## src/rtl/rstsup_pkg.sv

```systemverilog
package rstsup_pkg;

  typedef enum logic [1:0] {
    WD_LONG  = 2'b00,
    WD_MID   = 2'b01,
    WD_SHORT = 2'b10,
    WD_OFF   = 2'b11
  } wd_code_e;

  function automatic int unsigned max3(input int unsigned a, input int unsigned b,
                                       input int unsigned c);
    int unsigned m;
    m = (a > b) ? a : b;
    return (m > c) ? m : c;
  endfunction

endpackage

```

## src/rtl/rstsup_supply_hold.sv

```systemverilog
module rstsup_supply_hold #(
  parameter int unsigned HOLD_TICKS = 200
) (
  input  logic clk_i,
  input  logic rst_ni,
  input  logic supply_ok_i,
  output logic por_o
);
  localparam int unsigned CW = $clog2(HOLD_TICKS + 1);

  logic [CW-1:0] cnt_q;

  always_ff @(posedge clk_i or negedge rst_ni) begin
    if (!rst_ni) begin
      por_o <= 1'b1;
      cnt_q <= '0;
    end else if (!supply_ok_i) begin
      por_o <= 1'b1;
      cnt_q <= '0;
    end else if (por_o) begin
      if (cnt_q == CW'(HOLD_TICKS - 1)) begin
        por_o <= 1'b0;
        cnt_q <= '0;
      end else begin
        cnt_q <= cnt_q + CW'(1);
      end
    end
  end
endmodule

```

## src/rtl/rstsup_cs_filter.sv

```systemverilog
module rstsup_cs_filter #(
  parameter int unsigned MIN_LOW_TICKS = 4
) (
  input  logic clk_i,
  input  logic rst_ni,
  input  logic cs_ni,
  output logic cs_sync_o,
  output logic kick_o
);
  localparam int unsigned RW = $clog2(MIN_LOW_TICKS + 1);

  logic          meta_q;
  logic          sync_q;
  logic [RW-1:0] run_q;

  always_ff @(posedge clk_i or negedge rst_ni) begin
    if (!rst_ni) begin
      meta_q <= 1'b1;
      sync_q <= 1'b1;
      run_q  <= '0;
    end else begin
      meta_q <= cs_ni;
      sync_q <= meta_q;
      if (sync_q) begin
        run_q <= '0;
      end else if (run_q != RW'(MIN_LOW_TICKS)) begin
        run_q <= run_q + RW'(1);
      end
    end
  end

  // One restart per low run, on the sample that reaches the minimum width.
  assign kick_o    = !sync_q && (run_q == RW'(MIN_LOW_TICKS - 1));
  assign cs_sync_o = sync_q;
endmodule

```

## src/rtl/rstsup_watchdog.sv

```systemverilog
module rstsup_watchdog
  import rstsup_pkg::*;
#(
  parameter int unsigned LONG_TICKS  = 1400,
  parameter int unsigned MID_TICKS   = 600,
  parameter int unsigned SHORT_TICKS = 200,
  parameter int unsigned CW          = $clog2(max3(LONG_TICKS, MID_TICKS, SHORT_TICKS) + 1)
) (
  input  logic          clk_i,
  input  logic          rst_ni,
  input  logic          por_i,
  input  logic          hold_i,
  input  logic          kick_i,
  input  logic [1:0]    code_i,
  output logic          expire_o,
  output logic [CW-1:0] cnt_o
);
  logic [1:0]    code_q;
  logic [CW-1:0] cnt_q;
  logic [CW-1:0] limit;
  logic          clear;

  always_comb begin
    unique case (wd_code_e'(code_i))
      WD_LONG:  limit = CW'(LONG_TICKS - 1);
      WD_MID:   limit = CW'(MID_TICKS - 1);
      WD_SHORT: limit = CW'(SHORT_TICKS - 1);
      default:  limit = '0;
    endcase
  end

  assign clear = por_i || hold_i || kick_i || (code_i == WD_OFF) || (code_i != code_q);

  always_ff @(posedge clk_i or negedge rst_ni) begin
    if (!rst_ni) begin
      code_q <= WD_OFF;
      cnt_q  <= '0;
    end else begin
      code_q <= code_i;
      if (clear || (cnt_q == limit)) begin
        cnt_q <= '0;
      end else begin
        cnt_q <= cnt_q + CW'(1);
      end
    end
  end

  assign expire_o = !clear && (cnt_q == limit);
  assign cnt_o    = cnt_q;
endmodule

```

## src/rtl/rstsup_stretch.sv

```systemverilog
module rstsup_stretch #(
  parameter int unsigned PULSE_TICKS = 300
) (
  input  logic clk_i,
  input  logic rst_ni,
  input  logic por_i,
  input  logic expire_i,
  output logic hold_o
);
  localparam int unsigned PW = $clog2(PULSE_TICKS + 1);

  logic [PW-1:0] cnt_q;

  always_ff @(posedge clk_i or negedge rst_ni) begin
    if (!rst_ni) begin
      hold_o <= 1'b0;
      cnt_q  <= '0;
    end else if (por_i) begin
      hold_o <= 1'b0;
      cnt_q  <= '0;
    end else if (hold_o) begin
      if (cnt_q == PW'(PULSE_TICKS - 1)) begin
        hold_o <= 1'b0;
        cnt_q  <= '0;
      end else begin
        cnt_q <= cnt_q + PW'(1);
      end
    end else if (expire_i) begin
      hold_o <= 1'b1;
      cnt_q  <= '0;
    end
  end
endmodule

```

## src/rtl/rstsup_top.sv

```systemverilog
module rstsup_top
  import rstsup_pkg::*;
#(
  parameter bit          ACTIVE_LOW    = 1'b1,
  parameter int unsigned HOLD_TICKS    = 200,
  parameter int unsigned LONG_TICKS    = 1400,
  parameter int unsigned MID_TICKS     = 600,
  parameter int unsigned SHORT_TICKS   = 200,
  parameter int unsigned PULSE_TICKS   = 300,
  parameter int unsigned MIN_LOW_TICKS = 4
) (
  input  logic       clk_i,
  input  logic       rst_ni,
  input  logic       supply_ok_i,
  input  logic       cs_ni,
  input  logic [1:0] wd_code_i,
  output logic       sys_rst_o
);
  localparam int unsigned WD_W = $clog2(max3(LONG_TICKS, MID_TICKS, SHORT_TICKS) + 1);

  logic            por_w;
  logic            hold_w;
  logic            kick_w;
  logic            cs_sync_w;
  logic            expire_w;
  logic [WD_W-1:0] wd_cnt_w;
  logic            active_w;

  rstsup_supply_hold #(.HOLD_TICKS(HOLD_TICKS)) u_supply (
    .clk_i       (clk_i),
    .rst_ni      (rst_ni),
    .supply_ok_i (supply_ok_i),
    .por_o       (por_w)
  );

  rstsup_cs_filter #(.MIN_LOW_TICKS(MIN_LOW_TICKS)) u_csflt (
    .clk_i     (clk_i),
    .rst_ni    (rst_ni),
    .cs_ni     (cs_ni),
    .cs_sync_o (cs_sync_w),
    .kick_o    (kick_w)
  );

  rstsup_watchdog #(
    .LONG_TICKS  (LONG_TICKS),
    .MID_TICKS   (MID_TICKS),
    .SHORT_TICKS (SHORT_TICKS),
    .CW          (WD_W)
  ) u_wdog (
    .clk_i    (clk_i),
    .rst_ni   (rst_ni),
    .por_i    (por_w),
    .hold_i   (hold_w),
    .kick_i   (kick_w),
    .code_i   (wd_code_i),
    .expire_o (expire_w),
    .cnt_o    (wd_cnt_w)
  );

  rstsup_stretch #(.PULSE_TICKS(PULSE_TICKS)) u_stretch (
    .clk_i    (clk_i),
    .rst_ni   (rst_ni),
    .por_i    (por_w),
    .expire_i (expire_w),
    .hold_o   (hold_w)
  );

  assign active_w = por_w || hold_w;

  generate
    if (ACTIVE_LOW) begin : g_out_low
      assign sys_rst_o = ~active_w;
    end else begin : g_out_high
      assign sys_rst_o = active_w;
    end
  endgenerate
endmodule

```

## config.mk

```make
export PLATFORM = sky130hd
export DESIGN_NAME = rstsup_top
export DESIGN_NICKNAME = d
export VERILOG_FILES = /design/src/rtl/rstsup_pkg.sv /design/src/rtl/rstsup_supply_hold.sv /design/src/rtl/rstsup_cs_filter.sv /design/src/rtl/rstsup_watchdog.sv /design/src/rtl/rstsup_stretch.sv /design/src/rtl/rstsup_top.sv
export SDC_FILE = /design/constraint.sdc
export NUM_CORES = 1
export LEC_CHECK = 0
export CAP_MARGIN = 40
export CORE_MARGIN = 10
export CORE_UTILIZATION = 60
export CTS_CLUSTER_SIZE = 25
export DETAILED_ROUTE_END_ITERATION = 10
export DONT_BUFFER_PORTS = 1
export GPL_TIMING_DRIVEN = 0
export PLACE_DENSITY = 0.76
export SYNTH_ARGS = -nofsm -noshare
export SYNTH_HDL_FRONTEND = slang
export SYNTH_HIERARCHICAL = 1
export SYNTH_SLANG_ARGS = --single-unit
```

## constraint.sdc

```tcl
create_clock -name clk_i -period 2.65 [get_ports clk_i]
set_input_delay 0.265 -clock clk_i [delete_from_list [all_inputs] [get_ports clk_i]]
set_output_delay 0.265 -clock clk_i [all_outputs]
set_load 0.03 [all_outputs]
```

==> results.sh, run 1 <==
export IMPL_postSynth_asyncResetShare=1.00
export IMPL_critPathMaxFanout=7
export IMPL_post_cts_resized=0
export IMPL_drv_cap=0
export IMPL_clk_path_buf_depth=2
export IMPL_fmax_mhz=456
export IMPL_drt_total_wl_mm=4.02
export IMPL_fillers=269
export IMPL_cp_cell_sequence="buf_6, xor2_1, a221oi_2, nor2_1, and4b_1, nor3_1, o21ai_0, o21ai_1"
export IMPL_p_per_area_nw_per_um2=449
export IMPL_regArea_um2=932
export IMPL_hold_class="in -> reg"
export IMPL_multi_input_area_um2=1080
export IMPL_synth_area_um2=2100
export IMPL_period_share=0.827
export IMPL_slew_violations=0
export IMPL_final_cell_mix="dfrtp_1, nand2_1, nor2_1"
export IMPL_drive_gt1_frac=0.175
export IMPL_fp_row_count=21
export IMPL_grt_pass1_wl_mm=6.99
export IMPL_finalNetCount=234
export IMPL_worst_path_largest_cell_delay_ns=0.44
export IMPL_crit_required_ns=2.91
export IMPL_via_per_inst=6.10
export IMPL_grt_max_degree=38
export IMPL_final_common_cell="dfrtp_1"
export IMPL_grtUsageTotal=0.137
export IMPL_num_io_pins=7
export IMPL_min_period_ns=2.19
export IMPL_leakage_nw=0.961
export IMPL_synth_enable_flop_cells=0
export IMPL_vias=1641
export IMPL_first_iter_violations=108
export IMPL_rsz0062_at_grt="no"
export IMPL_setup_viol=0
export IMPL_detail_route_antenna_nets=0
export IMPL_yosys_most_used_dff="dfrtp_1"
export IMPL_antenna_found_initial=0
export IMPL_synth_seq_cells=37
export IMPL_grt_ovfl_total=0
export IMPL_synth_distinct_cells=55
export IMPL_worst_slew_pin_transition_ns=0.552
export IMPL_initial_utilization=0.626
export IMPL_cts_clk_slew_worst_paths_ns=0.10
export IMPL_die_w_um=79.2
export IMPL_firstDrtPassIters=4
export IMPL_tns_ns=0
export IMPL_syn_to_final_growth_pct=8.68
export IMPL_die_y_um=79.2
export IMPL_diodes=0
export IMPL_endpoint_kind="flip-flop"
export IMPL_drcViolationCount=0
export IMPL_cts_htree_levels=2
export IMPL_gp_congestion=0.845
export IMPL_vdd_drop_max_mv=0.344
export IMPL_syn_inst=209
export IMPL_cp_top_family="simple AND/OR/NAND/NOR gates"
export IMPL_fin_util=0.680
export IMPL_fin_skew_ns=0.0147
export IMPL_routedWlPerCell_um=15.0
export IMPL_crit_arrival_ns=2.46
export IMPL_hpwl_mm=2.89
export IMPL_design_core_area_um2=3360
export IMPL_slew_headroom=0.631
export IMPL_layout_setup_ws_ns=0.458
export IMPL_path_class="reg -> reg"
export IMPL_yosysSeqAreaShare=0.443
export IMPL_cts_root_buf="clkbuf_4"
export IMPL_status="complete, no violations"
export IMPL_cpMaxStageDelayCell="nor3_1"
export IMPL_hold_violations=0
export IMPL_portBuffers=0
export IMPL_holdWs_ns=0.0485
export IMPL_yosysWarnings=6
export IMPL_crit_buf_inv=1
export IMPL_place_ws_ns=0.463
export IMPL_dieArea_um2=6280
export IMPL_cts_tree="yes"
export IMPL_cts_buffers=5
export IMPL_cp_start_kind="flip-flop"
export IMPL_syn_area_per_cell_um2=10.1
export IMPL_clock_sinks=37
export IMPL_synth_nets=221
export IMPL_grt_pass1_vias=1564
export IMPL_clkLatencyLatePin_ns=0.35
layout make-up:
class                           instances  area share
Buffer                                  6      0.0235
Clock buffer                            5      0.0164
Clock inverter                          3     0.00766
Inverter                                9      0.0148
Multi-Input combinational cell        157       0.474
Sequential cell                        37       0.408
Tap cell                               46      0.0252
Timing Repair Buffer                    6      0.0306
stage by stage:
stage	power, mW	area, µm²	cells
floorplan	0.704	2100	209
global placement	0.715	2160	255
detailed placement	0.730	2160	255
CTS	1.04	2290	269
global route	1.08	2290	269
finish	1.03	2290	269
layer usage:
| layer | vias up | wire length [µm] | GRT usage |
|---|---|---|---|
| li1 | 797 | - | - |
| met1 | 792 | 1760 | 0.153 |
| met2 | 40 | 2000 | 0.233 |
| met3 | 12 | 198 | 0.0495 |
| met4 | 0 | 70 | 0.0520 |
| met5 | - | 0 | 0 |
state kept, by name, indices dropped and copies added (netlist names):
signal,count
u_csflt/cs_sync_o,1
u_csflt/meta_q,1
u_csflt/run_q,3
u_stretch/cnt_q,9
u_stretch/hold_o,1
u_supply/cnt_q,8
u_supply/por_o,1
u_wdog/cnt_o,11
u_wdog/code_q,2
cell usage after synthesis, types with 2 or more instances:
master / number / area, µm²
a22o_1: 2 / 17.5
o21ai_1: 3 / 15.0
a31oi_1: 5 / 31.3
nand2b_1: 4 / 25.0
a211oi_1: 7 / 52.6
mux2_2: 2 / 22.5
buf_6: 3 / 33.8
a21oi_1: 8 / 40.0
xnor2_1: 9 / 78.8
and4b_1: 2 / 20.0
a311oi_1: 3 / 26.3
and3_1: 2 / 12.5
nor2b_1: 3 / 18.8
nand4_1: 3 / 18.8
a21o_1: 3 / 22.5
dfstp_2: 5 / 131
nand2_1: 20 / 75.1
o21ai_0: 5 / 25.0
nor4b_2: 2 / 30.0
or3_1: 2 / 12.5
a21oi_2: 2 / 17.5
and2_1: 2 / 12.5
inv_1: 9 / 33.8
nor3_2: 2 / 20.0
nor3_1: 4 / 20.0
buf_4: 2 / 15.0
dfrtp_1: 32 / 801
a41oi_1: 2 / 17.5
ha_1: 6 / 75.1
xor2_1: 3 / 26.3
nor2_1: 15 / 56.3
nand3_1: 13 / 65.1
mux2i_1: 2 / 20.0
final timing paths:
check	to	startpoint	cells past startpoint	slack, ns
worst max register to register	u_stretch/cnt_q[4]$_DFFE_PN0P_	u_wdog/cnt_o[6]$_DFF_PN0_	8	0.46
worst min register to register	u_csflt/cs_sync_o$_DFF_PN1_	u_csflt/meta_q$_DFF_PN1_	0	0.37
worst min-delay path	u_supply/cnt_q[2]$_DFFE_PN0P_	supply_ok_i	1	0.05
max in group asynchronous	u_supply/por_o$_DFF_PN1_	rst_ni	2	2.03
worst max-delay path	u_stretch/cnt_q[4]$_DFFE_PN0P_	u_wdog/cnt_o[6]$_DFF_PN0_	8	0.46
min in group asynchronous	u_wdog/cnt_o[3]$_DFF_PN0_	rst_ni	2	0.37
cell families after synthesis:
kind of cell / count (synthesis) / synth area share
DFF: 37 / 0.443
and+or+nand+nor: 83 / 0.228
buffers and inverters: 15 / 0.0416
muxes: 4 / 0.0202
adders and majority gates: 6 / 0.0357
xor gates and xnor gates: 12 / 0.0499
AOI/OAI and AO/OA: 52 / 0.182
repair_timing:
| action | in CTS | in global routing |
|---|---|---|
| setup buffers | 0 | 0 |
| endpoints found under the hold margin | 41 | 0 |
| hold buffers | 6 | 0 |
where the power goes:
group,internal [mW],switching (mW),leakage [nW]
Clock,0.100,0.187,0.0310
Combinational,0.0597,0.0639,0.435
Sequential,0.589,0.0257,0.494
No activity file was read; power rests on OpenSTA's default activity.
==> run 2: changes to the inputs <==
clock period = 2.2 ns   (was 2.65 ns; I/O delays follow)
==> run 2 against run 1 <==
  * Via count fell by 0.12%
  * Worst setup slack worse by 0.32 ns
  * Clock-buffer cell count did not move
  * Worst hold slack better by 0.021 ns
  * Final cell count increased by 0.37%
  * Clock skew is 0.0016 ns lower
  * Sequential power increased by 20%
  * First-iteration DRC count fell by 1.9%
  * Die area did not move
  * Critical path type unchanged
  * Critical endpoint is now u_stretch/cnt_q[2]$_DFFE_PN0P_
  * Largest cell class unchanged
  * Highest routed layer unchanged
==> results.sh, run 2 (synthesis results as in run 1) <==
export IMPL_status="complete, no violations"
export IMPL_use_met2=0.237
export IMPL_drive_gt1_frac=0.205
export IMPL_path_class="reg -> reg"
export IMPL_setup_viol=0
export IMPL_endpoint_kind="flip-flop"
export IMPL_multi_input_area_um2=1110
export IMPL_holdWs_ns=0.0696
export IMPL_vdd_drop_max_mv=0.415
export IMPL_p_per_area_nw_per_um2=538
export IMPL_hold_class="in -> reg"
export IMPL_p_int_uw=908
export IMPL_cts_tree="yes"
export IMPL_slew_violations=0
export IMPL_design_core_area_um2=3360
export IMPL_routedWlPerCell_um=15.2
export IMPL_rsz0062_at_grt="no"
export IMPL_dieArea_um2=6280
export IMPL_busiest_layer="met2"
export IMPL_final_cell_mix="dfrtp_1, nand2_1, nor2_1"
export IMPL_crit_arrival_ns=2.35
export IMPL_critPathMaxFanout=7
export IMPL_clock_sinks=37
export IMPL_clkLatencyLatePin_ns=0.35
export IMPL_clkPwrFrac=0.279
export IMPL_finalPower_mw=1.25
export IMPL_min_period_ns=2.06
export IMPL_clk_path_buf_depth=2
export IMPL_portBuffers=0
export IMPL_final_common_cell="dfrtp_1"
export IMPL_first_iter_violations=106
export IMPL_tns_ns=0
export IMPL_leakage_nw=0.969
export IMPL_crit_required_ns=2.49
export IMPL_crit_path_start="u_wdog/cnt_o[6]$_DFF_PN0_"
export IMPL_layout_setup_ws_ns=0.136
export IMPL_instances_no_fill=270
export IMPL_grt_max_degree=38
export IMPL_cts_buffers=5
export IMPL_grt_ovfl_total=0
export IMPL_die_y_um=79.2
export IMPL_fmax_mhz=485
export IMPL_dpl_cell_area_um2=2160
export IMPL_switchingPower_uw=337
export IMPL_via_per_inst=6.07
export IMPL_power_frac_seq=0.594
export IMPL_fp_row_count=21
export IMPL_hpwl_mm=2.89
export IMPL_drcViolationCount=0
export IMPL_drv_cap=0
export IMPL_hold_violations=0
export IMPL_grt_use_met1=0.155
export IMPL_regArea_um2=932
export IMPL_place_inst=255
export IMPL_cpMaxStageDelayCell="dfrtp_1"
export IMPL_period_share=0.938
export IMPL_antenna_found_initial=0
export IMPL_fin_util=0.689
export IMPL_slew_headroom=0.631
export IMPL_pwr_share_comb=0.127
export IMPL_cp_start_kind="flip-flop"
export IMPL_grt_pass1_wl_mm=7.07
export IMPL_netSwitchingFraction=0.271
export IMPL_worst_slew_pin_transition_ns=0.552
export IMPL_grtUsageTotal=0.138
export IMPL_fin_skew_ns=0.0131
export IMPL_firstDrtPassIters=4
export IMPL_cts_clk_slew_worst_paths_ns=0.12
export IMPL_largest_reg_flops=11
export IMPL_worst_path_largest_cell_delay_ns=0.39
export IMPL_place_ws_ns=0.0129
export IMPL_num_io_pins=7
export IMPL_fillers=268
export IMPL_finalNetCount=235
export IMPL_postLayoutCellArea_um2=2320
export IMPL_cts_htree_levels=2
export IMPL_initial_utilization=0.626
export IMPL_vias=1639
export IMPL_die_w_um=79.2
export IMPL_gp_congestion=0.845
export IMPL_r2r_start="u_wdog/cnt_o[6]$_DFF_PN0_"
export IMPL_cp_cell_sequence="buf_6, xor2_1, a221oi_2, nor2_2, and4b_2, or3_4, o21ai_0, nand2_1, o21ai_1"
export IMPL_grt_pass1_vias=1579
export IMPL_drt_total_wl_mm=4.11
export IMPL_worstHoldStart="supply_ok_i"
export IMPL_grt_met3_usage=0.0495
export IMPL_syn_to_final_growth_pct=10.0
export IMPL_detail_route_antenna_nets=0
export IMPL_cts_root_buf="clkbuf_4"
export IMPL_diodes=0
run 2: cell count changes in the layout (fill, tap and decap cells not counted), sizes merged:
cell  previous run  this run
buf              7         8
run 2: layer usage:
| layer | share of wire | wire, µm |
|---|---|---|
| met2 | 0.50 | 2070 |
| met4 | 0.020 | 83 |
| met3 | 0.043 | 177 |
| met5 | 0 | 0 |
| met1 | 0.43 | 1780 |
run 2: critical path, delay by kind of cell (launching register included):
| family | cells | cell delay (ns) |
|---|---|---|
| AND/OR/NAND/NOR | 4 | 0.85 |
| AO/OA/AOI/OAI | 3 | 0.49 |
| XOR/XNOR | 1 | 0.15 |
| buffers and inverters | 1 | 0.14 |
| flip-flops | 1 | 0.39 |
run 2: power groups by stage:
stage	Clock, mW	Sequential, mW	Combinational (mW)
after CTS	0.358	0.741	0.152
after global placement	0	0.749	0.112
after global routing	0.387	0.745	0.178
after detailed placement	0	0.754	0.125
final	0.347	0.740	0.158
after floorplan	0	0.745	0.103
run 2: cell type report:
type,instances,share of cell area
clock inverters,3,0.00756
plain buffers,6,0.0232
clock buffers,5,0.0162
well taps,46,0.0249
inverters,9,0.0146
multi-input cells,157,0.478
flip-flops and latches,37,0.402
repair buffers,7,0.0335
run 2: timing repair:
item	4_1_cts	5_1_grt
setup buffers	0	1
endpoints found under the hold margin	42	0
cloned	0	0
setup endpoints to repair	1	7
gates resized for setup	1	5
hold buffers	6	0
pin swaps	0	1
run 2: final timing paths:
path / end / cells after the start / slack [ns]
hold / removal: u_supply/cnt_q[4]$_DFFE_PN0P_ / 2 / 0.07
setup / recovery: u_stretch/cnt_q[2]$_DFFE_PN0P_ / 9 / 0.14
hold reg to reg: u_csflt/cs_sync_o$_DFF_PN1_ / 0 / 0.37
min in group asynchronous: u_csflt/run_q[1]$_DFFE_PN0P_ / 2 / 0.32
max in group asynchronous: u_supply/por_o$_DFF_PN1_ / 2 / 1.63
setup reg to reg: u_stretch/cnt_q[2]$_DFFE_PN0P_ / 9 / 0.14
==> run 3: changes to the inputs <==
GPL_TIMING_DRIVEN = default   (was 0)
==> run 3 against run 2 <==
  * Non-clock buffer count shrank 1
  * Utilization grew 0.48 points
  * Critical path depth is the same
  * Largest power group unchanged
  * Design area grew 0.70%
  * Worst hold slack lost 0.0027 ns
  * First-iteration DRC count shrank 19%
  * Final cell count shrank 0.37%
  * Flip-flop and latch count is the same
==> results.sh, run 3 (synthesis results as in run 1) <==
export IMPL_die_y_um=79.2
export IMPL_status="complete, no violations"
export IMPL_first_iter_violations=86
export IMPL_cts_tree="yes"
export IMPL_final_common_cell="dfrtp_1"
export IMPL_finalPower_mw=1.48
export IMPL_path_class="reg -> reg"
export IMPL_initial_utilization=0.626
export IMPL_portBuffers=0
export IMPL_clock_sinks=37
export IMPL_p_per_area_nw_per_um2=633
export IMPL_endpoint_kind="flip-flop"
export IMPL_instances_no_fill=269
export IMPL_slew_headroom=0.618
export IMPL_cts_clk_slew_worst_paths_ns=0.12
export IMPL_fmax_mhz=482
export IMPL_leakage_nw=0.985
export IMPL_syn_to_final_growth_pct=10.8
export IMPL_die_w_um=79.2
export IMPL_cts_root_buf="clkbuf_4"
export IMPL_setup_viol=0
export IMPL_cp_start_kind="flip-flop"
export IMPL_slew_violations=0
export IMPL_grt_max_degree=38
export IMPL_drv_cap=0
export IMPL_num_io_pins=7
export IMPL_dieArea_um2=6280
export IMPL_rsz0062_at_grt="no"
export IMPL_hold_violations=0
export IMPL_worst_slew_pin_transition_ns=0.572
export IMPL_detail_route_antenna_nets=0
export IMPL_hpwl_mm=2.79
export IMPL_clk_path_buf_depth=2
export IMPL_fp_row_count=21
export IMPL_crit_arrival_ns=2.33
export IMPL_drcViolationCount=0
export IMPL_antenna_found_initial=0
export IMPL_vias=1614
export IMPL_dpl_cell_area_um2=2150
export IMPL_drive_gt1_frac=0.184
export IMPL_grt_ovfl_total=0
export IMPL_crit_required_ns=2.45
export IMPL_critPathMaxFanout=5
export IMPL_clkLatencyLatePin_ns=0.35
export IMPL_postLayoutCellArea_um2=2330
export IMPL_grt_pass1_wl_mm=6.92
export IMPL_grtUsageTotal=0.134
export IMPL_finalNetCount=234
export IMPL_diodes=0
export IMPL_gp_congestion=0.851
export IMPL_period_share=0.943
export IMPL_design_core_area_um2=3360
export IMPL_fin_skew_ns=0.0128
export IMPL_hold_class="in -> reg"
export IMPL_routedWlPerCell_um=14.8
export IMPL_final_cell_mix="dfrtp_1, nand2_1, nor2_1"
export IMPL_place_inst=254
export IMPL_cts_htree_levels=2
export IMPL_grt_pass1_vias=1526
export IMPL_vdd_drop_max_mv=0.446
export IMPL_cts_buffers=5
export IMPL_tns_ns=0
export IMPL_drt_total_wl_mm=3.99
export IMPL_min_period_ns=2.07
export IMPL_largest_reg_flops=11
export IMPL_firstDrtPassIters=4
export IMPL_via_per_inst=6.00
export IMPL_holdWs_ns=0.0669
==> run 3: cell type report <==
type / count / area, µm²
multi-input cells: 157 / 1090
repair buffers: 12 / 115
well taps: 46 / 57.6
fillers: 288 / 1030
inverters: 9 / 33.8
clock buffers: 5 / 37.5
clock inverters: 3 / 65.1
flip-flops and latches: 37 / 932
==> run 3: power by group <==
group | switching [mW] | leakage, nW | internal [mW]
logic | 0.0754 | 0.435 | 0.0741
clock network | 0.236 | 0.0552 | 0.352
registers | 0.0303 | 0.494 | 0.710
total | 0.342 | 0.985 | 1.14
==> run 3: final timing paths <==
check | start | endpoint | slack (ns) | cells after the start
worst min register to register | u_csflt/meta_q$_DFF_PN1_ | u_csflt/cs_sync_o$_DFF_PN1_ | 0.37 | 0
max in group asynchronous | rst_ni | u_supply/por_o$_DFF_PN1_ | 1.63 | 2
worst max register to register | u_csflt/run_q[0]$_DFFE_PN0P_ | u_stretch/cnt_q[0]$_DFFE_PN0P_ | 0.13 | 9
worst min-delay path | supply_ok_i | u_supply/cnt_q[4]$_DFFE_PN0P_ | 0.07 | 2
worst max-delay path | u_csflt/run_q[0]$_DFFE_PN0P_ | u_stretch/cnt_q[0]$_DFFE_PN0P_ | 0.13 | 9
min in group asynchronous | rst_ni | u_wdog/cnt_o[0]$_DFF_PN0_ | 0.31 | 2
==> run 3: worst max-delay path, stage by stage (launching register included) <==
cell     delay, ns
dfrtp_1       0.43
ha_1          0.22
ha_1          0.17
nor2b_1       0.14
nor3_2        0.12
nand2_1       0.09
and4b_2       0.34
nor3_1        0.06
buf_4         0.16
mux2_2        0.25
==> run 3: repair_timing <==
| action | CTS | global route |
|---|---|---|
| buffers inserted | 0 | 1 |
| setup endpoints to repair | 0 | 3 |
| gates resized for setup | 0 | 3 |
| hold endpoints to repair | 42 | 0 |
| hold buffers | 6 | 0 |
==> run 3: routing by layer <==
layer  GRT usage  vias up  share of wire
met5           0        -              0
met4      0.0520        0         0.0083
met3      0.0439        4          0.052
met2       0.215       34           0.50
met1       0.162      779           0.44
li1            -      797              -
==> run 3: stage by stage <==
stage	setup slack, ns	utilization
final	0.126	0.693
after global routing	0.0132	0.693
after CTS	0.0608	0.689
after detailed placement	0.102	0.638
after global placement	0.107	0.638
after floorplan	0.281	-
